`src/rtl/adc_csr_pkg.sv`:
```
package adc_csr_pkg;

    localparam int unsigned WORD_W  = 16;
    localparam int unsigned NUM_HW  = 2;

    // control word bit positions (order is observable on the bus)
    localparam int unsigned B_RUN   = 15;
    localparam int unsigned B_DONE  = 14;
    localparam int unsigned B_IEN   = 13;
    localparam int unsigned B_HOLD  = 12;
    localparam int unsigned B_SRCHI = 11;
    localparam int unsigned B_SRCLO = 10;
    localparam int unsigned B_GO    = 9;
    localparam int unsigned B_DMAEN = 2;

    typedef enum logic [1:0] {
        MODE_ONCE  = 2'b00,
        MODE_LOOP  = 2'b01,
        MODE_HWONLY = 2'b10,
        MODE_ONCE2 = 2'b11
    } conv_mode_e;

    typedef struct packed {
        logic              run;
        logic              done_f;
        logic              ien;
        logic              hold;
        logic [NUM_HW-1:0] src;
        logic              dmaen;
        conv_mode_e        mode;
        logic              go_pulse;
    } csr_state_t;

endpackage

```
`src/rtl/adc_trig_sel.sv`:
```
module adc_trig_sel #(
    parameter int unsigned NUM_HW = 2
) (
    input  logic [NUM_HW-1:0] src_en,
    input  logic [NUM_HW-1:0] hw_trig,
    output logic              hit
);
    logic [NUM_HW-1:0] gated;

    for (genvar i = 0; i < NUM_HW; i++) begin : g_gate
        assign gated[i] = src_en[i] & hw_trig[i];
    end

    assign hit = |gated;
endmodule

```
`src/rtl/adc_csr_rdmux.sv`:
```
module adc_csr_rdmux
    import adc_csr_pkg::*;
#(
    parameter int unsigned RES_W = 10
) (
    input  logic              rd,
    input  logic              rmw,
    input  logic              sel_res,
    input  csr_state_t        st,
    input  logic [RES_W-1:0]  res,
    output logic [WORD_W-1:0] rdata
);
    localparam int unsigned PAD_W = WORD_W - RES_W;

    logic [WORD_W-1:0] ctl_word;
    logic [WORD_W-1:0] res_word;

    always_comb begin
        ctl_word          = '0;
        ctl_word[B_RUN]   = st.run;
        ctl_word[B_DONE]  = st.done_f;
        ctl_word[B_IEN]   = st.ien;
        ctl_word[B_HOLD]  = st.hold;
        ctl_word[B_SRCHI:B_SRCLO] = st.src;
        ctl_word[B_GO]    = ~rmw;
        ctl_word[B_DMAEN] = st.dmaen;
        ctl_word[1:0]     = st.mode;
    end

    assign res_word = {{PAD_W{1'b0}}, res};
    assign rdata    = !rd ? '0 : (sel_res ? res_word : ctl_word);
endmodule

```
`src/rtl/adc_ctl_csr.sv`:
```
module adc_ctl_csr
    import adc_csr_pkg::*;
#(
    parameter int unsigned RES_W = 10
) (
    input  logic              clk,
    input  logic              rst_n,
    input  logic              bus_wr,
    input  logic              bus_rd,
    input  logic              bus_rmw,
    input  logic              bus_addr,
    input  logic [1:0]        bus_be,
    input  logic [15:0]       bus_wdata,
    output logic [15:0]       bus_rdata,
    input  logic              conv_done,
    input  logic [RES_W-1:0]  conv_data,
    input  logic              ext_trig,
    input  logic              tmr_trig,
    input  logic              dma_ack,
    output logic              conv_start,
    output logic              busy,
    output logic              irq,
    output logic              dma_req
);
    csr_state_t        st_d, st_q;
    logic [RES_W-1:0]  res_d, res_q;

    logic hw_hit;
    logic wr_ctl, wr_hi, wr_lo;
    logic stop_cmd, sw_go, accept_done, idle;
    logic unused_wbits;

    assign unused_wbits = ^{bus_wdata[8:3]};

    adc_trig_sel #(.NUM_HW(NUM_HW)) u_trig (
        .src_en  (st_q.src),
        .hw_trig ({tmr_trig, ext_trig}),
        .hit     (hw_hit)
    );

    adc_csr_rdmux #(.RES_W(RES_W)) u_rd (
        .rd      (bus_rd),
        .rmw     (bus_rmw),
        .sel_res (bus_addr),
        .st      (st_q),
        .res     (res_q),
        .rdata   (bus_rdata)
    );

    always_comb begin
        st_d          = st_q;
        res_d         = res_q;
        st_d.go_pulse = 1'b0;

        wr_ctl      = bus_wr & ~bus_addr;
        wr_hi       = wr_ctl & bus_be[1];
        wr_lo       = wr_ctl & bus_be[0];
        stop_cmd    = wr_hi & ~bus_wdata[B_RUN];
        sw_go       = wr_hi & bus_wdata[B_GO] & (st_q.mode != MODE_HWONLY);
        accept_done = conv_done & st_q.run;
        idle        = ~st_q.run & ~st_q.hold;

        if (wr_lo) begin
            st_d.mode  = conv_mode_e'(bus_wdata[1:0]);
            st_d.dmaen = bus_wdata[B_DMAEN];
        end
        if (wr_hi) begin
            st_d.ien = bus_wdata[B_IEN];
            st_d.src = bus_wdata[B_SRCHI:B_SRCLO];
        end

        if (accept_done) begin
            res_d       = conv_data;
            st_d.done_f = 1'b1;
            if (st_q.mode == MODE_LOOP) begin
                if (st_q.dmaen) begin
                    st_d.run  = 1'b0;
                    st_d.hold = 1'b1;
                end else begin
                    st_d.go_pulse = 1'b1;
                end
            end else begin
                st_d.run = 1'b0;
            end
        end else if ((wr_hi && !bus_wdata[B_DONE]) || (dma_ack && st_q.dmaen)) begin
            st_d.done_f = 1'b0;
        end

        if (st_q.hold && dma_ack && st_q.dmaen) begin
            st_d.hold     = 1'b0;
            st_d.run      = 1'b1;
            st_d.go_pulse = 1'b1;
        end

        if (idle && (hw_hit || sw_go)) begin
            st_d.run      = 1'b1;
            st_d.go_pulse = 1'b1;
        end

        if (stop_cmd) begin
            st_d.run      = 1'b0;
            st_d.hold     = 1'b0;
            st_d.go_pulse = 1'b0;
        end
    end

    always_ff @(posedge clk or negedge rst_n) begin
        if (!rst_n) begin
            st_q  <= '0;
            res_q <= '0;
        end else begin
            st_q  <= st_d;
            res_q <= res_d;
        end
    end

    assign conv_start = st_q.go_pulse;
    assign busy       = st_q.run;
    assign irq        = st_q.done_f & st_q.ien;
    assign dma_req    = st_q.done_f & st_q.dmaen;
endmodule

```
`config.mk`:
```
export PLATFORM = sky130hd
export DESIGN_NAME = adc_ctl_csr
export DESIGN_NICKNAME = d
export VERILOG_FILES = /design/src/rtl/adc_csr_pkg.sv /design/src/rtl/adc_trig_sel.sv /design/src/rtl/adc_csr_rdmux.sv /design/src/rtl/adc_ctl_csr.sv
export SDC_FILE = /design/constraint.sdc
export NUM_CORES = 1
export LEC_CHECK = 0
export BUFFER_PORTS_ARGS = -buffer_cell sky130_fd_sc_hd__buf_2
export CAP_MARGIN = 20
export CORE_ASPECT_RATIO = 0.9
export CORE_MARGIN = 3
export CORE_UTILIZATION = 42
export CTS_CLUSTER_SIZE = 30
export DETAILED_ROUTE_END_ITERATION = 6
export MAX_ROUTING_LAYER = met4
export PLACE_DENSITY = 0.83
export SYNTH_ARGS = -nofsm -noshare
export SYNTH_HDL_FRONTEND = slang
export SYNTH_SLANG_ARGS = --single-unit
```
`constraint.sdc`:
```
create_clock -name clk -period 1.43 [get_ports clk]
set_input_delay 0.143 -clock clk [delete_from_list [all_inputs] [get_ports clk]]
set_output_delay 0.143 -clock clk [all_outputs]
set_load 0.005 [all_outputs]
```
; Word-level counts from Yosys, hierarchy flattened
; Index checks and enable logic that the tools add are counted.
[op_classes]
n_eq_ne = 3
n_mux = 21
n_bitwise = 17
reduce_logical = 16
[ops]
columns = operator, n
row1 = two-way mux 16 bit, 2
row2 = two-way mux 1 bit, 19
row3 = bitwise AND 1 bit, 12
row4 = nonzero test 3 bit, 3
row5 = logical AND 1 bit, 5
row6 = inequality test 5 x 3 -> 1 bit (second input constant), 1
row7 = inverter 1 bit, 5
row8 = nonzero test 4 bit, 1
row9 = AND reduction 3 bit, 1
row10 = equality test 2 x 1 -> 1 bit (second input constant), 1
row11 = logical OR 1 bit, 2
row12 = inequality test 2 bit (second input constant), 1
row13 = AND reduction 2 bit, 1
row14 = nonzero test 2 bit, 1
row15 = OR reduction 2 bit, 1
row16 = logical NOT 1 bit, 1
[word_totals]
reg_bits = 20
inputBits = 38
out_inout_bits = 20
word_cells = 66

; Depth between registers and ports, before layout
[logic_depth]
word_depth = 9
mapped_depth = 4
mapped_depth_nobuf = 4

; Hierarchy
; A second synthesis with hierarchy kept.
[hier_totals]
hier_cells = 85
area_unflattened_um2 = 991.0
[modules_own_cells]
columns = mod, n_inst, cells_each, area_each_um2, seq_area_each_um2
row1 = adc_ctl_csr, 1, 60, 823.3, 500.5
row2 = adc_csr_rdmux, 1, 24, 158.9, 0.0
row3 = adc_trig_sel, 1, 1, 8.8, 0.0

; Worst setup path after synthesis
; No wires, ideal clock.
[synth_path]
path_type = reg2reg
start = reg st_q, in the netlist busy
end = reg res_q[0]
setup_ns = 0.125
arrival_ns = 1.066
required_ns = 1.305
setup_slack_ns = 0.239
stages_incl_launch_ff = 4
path_buffers = 1
period_less_slack_ns = 1.191
path_cell_list = dfrtp_1 -> nand2_1 -> buf_2 -> mux2_2
[synth_via]
elab_chain_cells = 1
[synth_rtl]
columns = element, line_no
row1 = start: declaration, adc_ctl_csr.sv:25  ; csr_state_t st_d, st_q;
row2 = start signal: assignment, adc_ctl_csr.sv:112  ; st_q <= st_d;
row3 = bitwise AND 1 bit, adc_ctl_csr.sv:60  ; accept_done = conv_done & st_q.run;
row4 = end signal: assignment, adc_ctl_csr.sv:113  ; res_q <= res_d;
row5 = end: declaration, adc_ctl_csr.sv:26  ; logic [RES_W-1:0] res_d, res_q;
; Every way passes these cells.
; A chain may end at the register's enable or synchronous reset.

; Final worst setup path
[layout_path]
start = reg st_q, in the netlist busy
end = reg res_q[4]
; The elaborated chain is that of the path after synthesis.

==> summary.txt <==
GP Congestion: 0.763
Async set or reset register ratio after synthesis: 100%
Clock power frac: 17.6%
Worst Hold Class: input pin to flip-flop
DR DRC count: 0
Number of flops mapped to enable cells by yosys: 0
Seq pwr share: 50.2%
I/O Buffers: 50
Final wirelength: 2270 um
Multiplexer share of the synthesized area: 21.5%
RR Endpoint: res_q[4]
Max Buffers Root-to-Sink: 2
Achievable frequency: 772 MHz
Netlist cell types: 23
Reg2reg setup slack: 0.13 ns
Clock-pin slew on the worst setup and hold paths: 0.11 ns
TritonCTS Buffers: 3
Slew headroom: 71.5%
Final worst slack: 0.134 ns
Synth cell count leaders: dfrtp_1 (20), mux2_2 (16), and2_1 (9)
# IOs: 58
Sw Ratio: 29.5%
Worst setup SP type: flip-flop
R2R cell count: 3
Starting Density: 47.7%
DIE HEIGHT: 51.7 um
Skew final: 0.000548 ns
Area Growth Syn to Fin: 32.9%
Leak: 0.688 nW
Crit path to: res_q[4]
First-pass GRT wire length: 3680 um
Crit path buf inv count: 1
Final slew viol count: 0
DR vias: 872
Complex-gate fraction of the synthesized area: 6.15%
Root Driver: clkbuf_4
Crit path DAT: 1.49 ns
Final hold vios: 0
Slowest CP cell: dfrtp_1
Internal power: 1.30 mW
Critical path depth: 3
Crit Path Max Fanout: 9
Worst setup EP type: flip-flop
Top FF cell, synth: dfrtp_1
Simple-gate portion of the synthesized area: 19.2%
CP Class: flip-flop to flip-flop
Worst R2R Start: busy
DRT iter0 DRCs: 9
Core area: 2050 um2
Crit path launch: busy
Top post-synthesis cells by area: dfrtp_1 (51%), mux2_2 (18%), and2_1 (5.8%), and3_1 (3.8%), mux2i_1 (3.1%)
Final period util: 90.6%
Cell taking the most area after synthesis: dfrtp_1
Max stage delay on crit path: 0.44 ns
Area of the multi-input gates: 458 um2
Status: finished, final reports clean
Total number of yosys warnings: 0
Largest net degree at the start of global routing: 21
Mapped Area: 976 um2
WL/cell: 13.9 um
Top-count cell post-synth: dfrtp_1
Crit path max-delay family: flip-flops
Combinational power share: 32.2%
Setup violations, final: 0
Post-CTS Setup Repair Bufs: 0
Layout fillers: 171
Register area share after synthesis: 51.3%
Vias in the first global route: 907
Yosys top cell area share: 51.3%
Rows: 15
Final min period: 1.30 ns
Worst vdd rail ir drop: 957 uV
Worst EP required: 1.63 ns
Number of diodes: 0
HPWL after detailed placement: 1780 um
Max-cap viol count: 0
Worst hold stages: 2
Initial antenna violation count: 0
Via density: 5.35
Flops & latches, synth: 20
Synth Area in XOR/XNOR: 0%
Synth Area in Adders: 0%
Net switching power: 546 uW
Post-synthesis cell count: 85
Syn nets: 123
Clk_lat worst skew: 0.30 ns
PD cells: 1420 nW/um2
Register area: 500 um2
GR Util All Layers: 16.7%
Worst Max-Slew Pin Slew: 0.428 ns
Syn Area/Cell: 11.5 um2
Die area: 2940 um2
Detail Route Antenna Nets: 0
CTS H-tree depth: 1
Largest family of logic cells by synthesized area: multiplexers
Critical path, cell by cell: nand2_1, buf_4, mux2_2
Pre-CTS worst setup slack: 0.170 ns
CTS tree: yes
Grt ovf: 0
TritonRoute pass-1 iters: 4
CTS Sinks: 20
Layout cells sized above 1: 52.2%
NumNets Final: 177
RSZ-0062 raised after global routing: false
Setup TNS: 0 ns
Die width: 56.8 um
==> worst min path at each step <==
stage | from | to
floorplan | rst_n | busy
global placement | rst_n | st_q[5]
detailed placement | rst_n | st_q[1]
CTS | conv_data[7] | res_q[7]
global route | conv_data[5] | res_q[5]
finish | conv_data[7] | res_q[7]
==> power groups by stage <==
| stage | registers (mW) | logic [mW] | clock network (mW) |
|---|---|---|---|
| 6_report | 0.928 | 0.594 | 0.326 |
| 5_1_grt | 0.950 | 0.667 | 0.351 |
| 2_1_floorplan | 0.894 | 0.386 | 0 |
| 3_3_place_gp | 0.915 | 0.578 | 0 |
| 4_1_cts | 0.919 | 0.604 | 0.331 |
| 3_5_place_dp | 0.931 | 0.599 | 0 |
==> kinds of logic after synthesis <==
logic type,Yosys count
buf+inv,4
compound gates,9
flops,20
simple gates,33
mux,19
==> per-stage QoR <==
stage / hold WS, ns / instance area, um2 / power [mW] / instances / utilization, %
after detailed placement: 0.108 / 1250 / 1.53 / 158 / 61.2
after global placement: 0.0991 / 1250 / 1.49 / 158 / 61.2
after global routing: 0.0572 / 1300 / 1.97 / 163 / 63.4
final: 0.0651 / 1300 / 1.85 / 163 / 63.4
after CTS: 0.0597 / 1300 / 1.85 / 163 / 63.4
after floorplan: -0.153 / 976 / 1.28 / 85 / -
==> routing by layer <==
layer	GRT usage (%)	vias to the layer above	part of all wire, %
met3	4.47	4	7.0
met5	-	-	0
met2	31.5	33	54
li1	-	408	-
met4	5.41	0	0.97
met1	17.0	427	38
==> placed cells by master, fill, tap and decap left out, drive strengths merged <==
master	count
o21ai	2
dfrtp	20
nand2b	1
dlygate4sd3	1
mux2	16
a22oi	1
inv	1
and2	9
o2111ai	1
nor4b	1
or3	1
nor2	2
mux2i	3
o211ai	1
nor2b	5
nand3	1
and3	6
buf	51
a21oi	1
a31oi	2
clkbuf	4
a211o	1
nand2	7
==> worst reg2reg max path, stage by stage (launching register included) <==
cell	delay, ns
dfrtp_1	0.44
nand2_1	0.19
buf_4	0.21
mux2_2	0.35
==> repair_timing <==
action	4_1_cts	5_1_grt
hold buffers	1	0
resized for setup	0	0
endpoints found under the hold margin	20	0
==> final cells by class <==
cell class                      count  share of cell area (%)
Tap cell                           25                    2.41
Sequential cell                    20                    38.6
Clock buffer                        4                    2.80
Timing Repair Buffer               52                    20.6
Multi-Input combinational cell     61                    35.3
Inverter                            1                   0.289
==> state kept, by name, indices dropped and copies added (netlist names) <==
signal	flops
res_q	10
st_q	8
busy	1
conv_start	1
Note: power is estimated with default switching activity, not from simulation.
